$ cat config.mk
export PLATFORM = sky130hd
export DESIGN_NAME = lts_line_seq
export DESIGN_NICKNAME = d
export VERILOG_FILES = /design/src/rtl/lts_pkg.sv /design/src/rtl/lts_seg_timer.sv /design/src/rtl/lts_seq_ctrl.sv /design/src/rtl/lts_out_stage.sv /design/src/rtl/lts_line_seq.sv
export SDC_FILE = /design/constraint.sdc
export NUM_CORES = 1
export LEC_CHECK = 0
export BUFFER_PORTS_ARGS = -buffer_cell sky130_fd_sc_hd__buf_2
export CAP_MARGIN = 20
export CORE_MARGIN = 8
export CORE_UTILIZATION = 59
export CTS_BUF_LIST = sky130_fd_sc_hd__clkbuf_4
export CTS_CLUSTER_DIAMETER = 50
export DETAILED_ROUTE_END_ITERATION = 6
export HOLD_SLACK_MARGIN = 0.15
export PLACE_DENSITY = 0.8
export SLEW_MARGIN = 25
export SYNTH_ARGS = -nofsm -noshare
export SYNTH_HDL_FRONTEND = slang
export SYNTH_SLANG_ARGS = --single-unit
$ cat constraint.sdc
create_clock -name clk -period 2 [get_ports clk]
set_input_delay 0.3 -clock clk [delete_from_list [all_inputs] [get_ports clk]]
set_output_delay 0.3 -clock clk [all_outputs]
set_load 0.05 [all_outputs]
$ cat src/rtl/lts_pkg.sv
package lts_pkg;

  typedef enum logic [2:0] {
    ST_IDLE   = 3'd0,
    ST_LEAD   = 3'd1,
    ST_SYNC   = 3'd2,
    ST_BP0    = 3'd3,
    ST_STREAM = 3'd4,
    ST_FP     = 3'd5
  } seg_e;

endpackage

$ cat src/rtl/lts_seg_timer.sv
// Shared down-counter: reloaded on every segment entry, then counts to zero.
module lts_seg_timer #(
  parameter int unsigned CNT_W = 10
) (
  input  logic             clk,
  input  logic             rst,
  input  logic             load,
  input  logic [CNT_W-1:0] load_val,
  output logic             expired
);

  logic [CNT_W-1:0] cnt_q;

  always_ff @(posedge clk) begin
    if (rst) begin
      cnt_q <= '0;
    end else if (load) begin
      cnt_q <= load_val;
    end else if (cnt_q != '0) begin
      cnt_q <= cnt_q - 1'b1;
    end
  end

  assign expired = (cnt_q == '0);

endmodule

$ cat src/rtl/lts_seq_ctrl.sv
// Segment state machine. Fixed segments end on timer expiry, the stream on done.
module lts_seq_ctrl
  import lts_pkg::*;
#(
  parameter int unsigned CNT_W    = 10,
  parameter int unsigned LEAD_CYC = 2,
  parameter int unsigned SYNC_CYC = 672,
  parameter int unsigned BP0_CYC  = 138,
  parameter int unsigned FP_CYC   = 234
) (
  input  logic             clk,
  input  logic             rst,
  input  logic             start,
  input  logic             ser_done,
  input  logic             expired,
  output seg_e             state_q,
  output seg_e             state_d,
  output logic             load,
  output logic [CNT_W-1:0] load_val
);

  localparam logic [CNT_W-1:0] LEAD_LD = CNT_W'(LEAD_CYC - 1);
  localparam logic [CNT_W-1:0] SYNC_LD = CNT_W'(SYNC_CYC - 1);
  localparam logic [CNT_W-1:0] BP0_LD  = CNT_W'(BP0_CYC - 1);
  localparam logic [CNT_W-1:0] FP_LD   = CNT_W'(FP_CYC - 1);

  always_comb begin
    state_d = state_q;
    unique case (state_q)
      ST_IDLE:   if (start)    state_d = ST_LEAD;
      ST_LEAD:   if (expired)  state_d = ST_SYNC;
      ST_SYNC:   if (expired)  state_d = ST_BP0;
      ST_BP0:    if (expired)  state_d = ST_STREAM;
      ST_STREAM: if (ser_done) state_d = ST_FP;
      ST_FP:     if (expired)  state_d = start ? ST_LEAD : ST_IDLE;
      default:                 state_d = ST_IDLE;
    endcase
  end

  // Timer reload value for the segment being entered.
  always_comb begin
    unique case (state_d)
      ST_LEAD: load_val = LEAD_LD;
      ST_SYNC: load_val = SYNC_LD;
      ST_BP0:  load_val = BP0_LD;
      ST_FP:   load_val = FP_LD;
      default: load_val = '0;
    endcase
  end

  assign load = (state_d != state_q);

  always_ff @(posedge clk) begin
    if (rst) state_q <= ST_IDLE;
    else     state_q <= state_d;
  end

endmodule

$ cat src/rtl/lts_out_stage.sv
// Output registers, loaded from the next state so they line up with the state register.
module lts_out_stage
  import lts_pkg::*;
#(
  parameter int unsigned DAC_W     = 4,
  parameter int unsigned SYNC_LVL  = 0,
  parameter int unsigned BLACK_LVL = 4
) (
  input  logic             clk,
  input  logic             rst,
  input  seg_e             state_q,
  input  seg_e             state_d,
  output logic [DAC_W-1:0] dac_level,
  output logic             ser_en,
  output logic             line_irq
);

  localparam logic [DAC_W-1:0] SYNC_CODE  = DAC_W'(SYNC_LVL);
  localparam logic [DAC_W-1:0] BLACK_CODE = DAC_W'(BLACK_LVL);

  logic [DAC_W-1:0] dac_d;

  always_comb begin
    unique case (state_d)
      ST_LEAD, ST_SYNC: dac_d = SYNC_CODE;
      default:          dac_d = BLACK_CODE;
    endcase
  end

  always_ff @(posedge clk) begin
    if (rst) begin
      dac_level <= BLACK_CODE;
      ser_en    <= 1'b0;
      line_irq  <= 1'b0;
    end else begin
      dac_level <= dac_d;
      ser_en    <= (state_d == ST_STREAM);
      line_irq  <= (state_d == ST_LEAD) && (state_q != ST_LEAD);
    end
  end

endmodule

$ cat src/rtl/lts_line_seq.sv
module lts_line_seq
  import lts_pkg::*;
#(
  parameter int unsigned DAC_W     = 4,
  parameter int unsigned SYNC_LVL  = 0,
  parameter int unsigned BLACK_LVL = 4,
  parameter int unsigned LEAD_CYC  = 2,
  parameter int unsigned SYNC_CYC  = 672,
  parameter int unsigned BP0_CYC   = 138,
  parameter int unsigned FP_CYC    = 234
) (
  input  logic             clk,
  input  logic             rst,
  input  logic             start,
  input  logic             ser_done,
  output logic [DAC_W-1:0] dac_level,
  output logic             ser_en,
  output logic             line_irq
);

  localparam int unsigned MAX_A   = (LEAD_CYC > SYNC_CYC) ? LEAD_CYC : SYNC_CYC;
  localparam int unsigned MAX_B   = (BP0_CYC > FP_CYC) ? BP0_CYC : FP_CYC;
  localparam int unsigned MAX_CYC = (MAX_A > MAX_B) ? MAX_A : MAX_B;
  localparam int unsigned CNT_W   = (MAX_CYC > 1) ? $clog2(MAX_CYC) : 1;

  seg_e             state_q;
  seg_e             state_d;
  logic             tmr_load;
  logic [CNT_W-1:0] tmr_val;
  logic             tmr_expired;

  lts_seg_timer #(
    .CNT_W(CNT_W)
  ) u_timer (
    .clk     (clk),
    .rst     (rst),
    .load    (tmr_load),
    .load_val(tmr_val),
    .expired (tmr_expired)
  );

  lts_seq_ctrl #(
    .CNT_W   (CNT_W),
    .LEAD_CYC(LEAD_CYC),
    .SYNC_CYC(SYNC_CYC),
    .BP0_CYC (BP0_CYC),
    .FP_CYC  (FP_CYC)
  ) u_ctrl (
    .clk     (clk),
    .rst     (rst),
    .start   (start),
    .ser_done(ser_done),
    .expired (tmr_expired),
    .state_q (state_q),
    .state_d (state_d),
    .load    (tmr_load),
    .load_val(tmr_val)
  );

  lts_out_stage #(
    .DAC_W    (DAC_W),
    .SYNC_LVL (SYNC_LVL),
    .BLACK_LVL(BLACK_LVL)
  ) u_out (
    .clk      (clk),
    .rst      (rst),
    .state_q  (state_q),
    .state_d  (state_d),
    .dac_level(dac_level),
    .ser_en   (ser_en),
    .line_irq (line_irq)
  );

endmodule

==> impl_metrics.toml <==
[cts]
cts_tree = "yes"
clock-root-buffer = "clkbuf_4"
clock_latency_ns = 0.29
postCtsHoldBufs = 0
cts.htree.levels = 1
clockBufferDepth = 2
cts_setup_buffers = 0
clk_pin_slew_ns = 0.09
cts_buffers = 3
clkSinkCount = 16

[layout]
finalNetCount = 134
final_cell_mix = "16 x dfxtp_1, 8 x a21oi_1"
nFillCells = 155
fin_cells = 144
layout_commonest_cell = "dfxtp_1"
n_antenna_cell = 0
area_growth_pct = 9.55
final_layout_size_suffix_gt1_share_pct = 18.1

[floorplanning]
io_pins = 10
die_h_um = 57.1
start_util_pct = 60.3
row_count = 15
die_area_sq_mm = 0.00326
die_x_um = 57.1
core-area_sq_mm = 0.00165

[synthesis]
yosysWarnings = 0
synth_ff_type = "dfxtp_1"
synth.top_cell.area_share_pct = 32.2
ys_async_sr_fraction_pct = 0
synth_seq_cells = 16
syn_area_per_cell_sq_um = 8.44
synth_top_area_cell = "dfxtp_1"
synth_cell_types = 46
synth_edf_count = 0
synthCells = 118
synth.cell_area_sq_um = 996
synthTopCellsByArea = "dfxtp_1 32%, xnor2_1 4.4%, a21oi_1 4.0%, or3_1 3.1%, o211ai_1 3.0%"
synth_seq_area_share_pct = 32.2

[drt]
drt_iter0_markers = 22
firstDrtPassIters = 6
route.detailed.drc = 0
wl_per_cell_um = 17.0
vias = 943
totalWireLength_um = 2450
ant_nets = 0
vias_per_cell = 6.55

[sta]
clock_skew_ns = 0.00119
fin_tns_setup_ns = 0
setup_viol = 0
min_period_over_period_pct = 94.3
max_freq_mhz = 530
fin_crit_ns = 1.89
drv_slew = 0
finalHoldViolations = 0

[setup_path]
critPathLaunchType = "flip-flop"
crit_chain = "inv_1, ha_1, nor4b_4, nand3_2, and2_1, o32ai_1"
cp_data_arrival_time_ns = 2.06
cp-end-kind = "flip-flop"
slowest_stage = "dfxtp_1"
crit_fanout = 8
critPathKind = "flip-flop to flip-flop"
cp_slowest_stage_delay_ns = 0.35
r2r_cells = 6
required_ns = 2.17

[global_routing]
grt_max_degree = 17
track_usage_pct = 15.8
antenna_found_initial = 0
grt_pass1_vias = 914
overflow = 0
grt_pass1_wl_um = 4170

[outcome]
status = "finished clean"

[placed_design]
dp_cells = 141
hpwlAfterDp_um = 1690
gp_congestion = 0.886
io_buffers = 6

[power_and_ir_drop]
vdd_drop_max_mv = 1.10
p_leak_nw = 0.406
power.density_mw_per_mm2 = 1800

[hold_path]
hold_path.class = "primary input to flip-flop"
hold_depth = 2

[run]
max_cap_viol_count = 0
-- final cells by class --
class	count	area, sq um	share of cell area [%]
multi-input combinational	90	629	57.7
sequential	16	320	29.4
timing repair buffer	12	75.1	6.88
clock buffer	3	22.5	2.06
inverter	6	22.5	2.06
tap	17	21.3	1.95
-- cell usage after synthesis (2+ instances only) --
| library cell | n |
|---|---|
| a21oi_1 | 8 |
| a31oi_1 | 3 |
| and2_1 | 2 |
| buf_4 | 3 |
| clkbuf_1 | 4 |
| dfxtp_1 | 16 |
| inv_1 | 6 |
| nand2_1 | 2 |
| nand2b_1 | 2 |
| nand3_1 | 5 |
| nand3_2 | 2 |
| nand3b_1 | 2 |
| nand4_1 | 2 |
| nor2_1 | 7 |
| nor3_1 | 5 |
| nor4_1 | 3 |
| o211ai_1 | 4 |
| o21ai_0 | 3 |
| o22ai_1 | 2 |
| o32ai_1 | 2 |
| or3_1 | 5 |
| or4_1 | 2 |
| xnor2_1 | 5 |
-- timing repair --
item	4_1_cts	5_1_grt
endpoints found under the setup margin	0	3
gates resized for setup	0	2
hold endpoints to repair	0	0
-- registers in the layout, summed over array words and instances, names as in the netlist --
register	flops
u_ctrl.state_q	3
u_out.ser_en	1
u_out.dac_level	1
u_out.line_irq	1
u_timer.cnt_q	10
-- final timing paths --
| check | start | to | slack (ns) |
|---|---|---|---|
| max reg2reg | u_timer.cnt_q[0] | u_timer.cnt_q[7] | 0.11 |
| min reg2reg | u_timer.cnt_q[1] | u_timer.cnt_q[1] | 0.57 |
| min | rst | u_ctrl.state_q[2] | 0.38 |
| max | u_timer.cnt_q[0] | u_timer.cnt_q[7] | 0.11 |
-- layer usage --
layer  vias up  global-route usage [%]  part of all wire, %
li1        463                       -                    -
met2        32                    23.7                   48
met1       444                    18.5                   43
met5         -                       0                    0
met3         4                    5.10                  6.9
met4         0                    11.1                  2.0
-- power breakdown --
| part | switching [mW] | internal [mW] |
|---|---|---|
| Clock | 0.101 | 0.0700 |
| Sequential | 0.126 | 0.425 |
| Combinational | 0.704 | 0.533 |
-- kinds of logic after synthesis --
kind of cell / after synthesis / share of synthesized area [%]
simple gates: 46 / 29.9
compound gates: 32 / 22.4
flops: 16 / 32.2
buf+inv: 14 / 6.53
xor+xnor: 6 / 5.28
mux: 2 / 2.14
fa+ha+maj: 1 / 1.26
other cells: 1 / 0.377
-- through the flow --
step                      worst slack [ns]  power (mW)  area [sq um]  hold slack (ns)  utilization [%]
final                                0.113        1.96          1090            0.378             66.1
after global routing              -0.00407        2.11          1090            0.381             66.1
after CTS                           0.0866        1.91          1080            0.376             65.4
after detailed placement             0.129        1.72          1060            0.542             64.0
after global placement               0.191        1.70          1060            0.526             64.0
after floorplan                      0.248        1.42          1000            0.397                -
-- critical path, delay by kind of cell, from the launching register on --
family	cells	cell delay, ns
buf+inv	1	0.06
flops	1	0.35
compound gates	1	0.35
fa+ha+maj	1	0.22
simple gates	3	0.78
(Power assumes the default switching activity.)
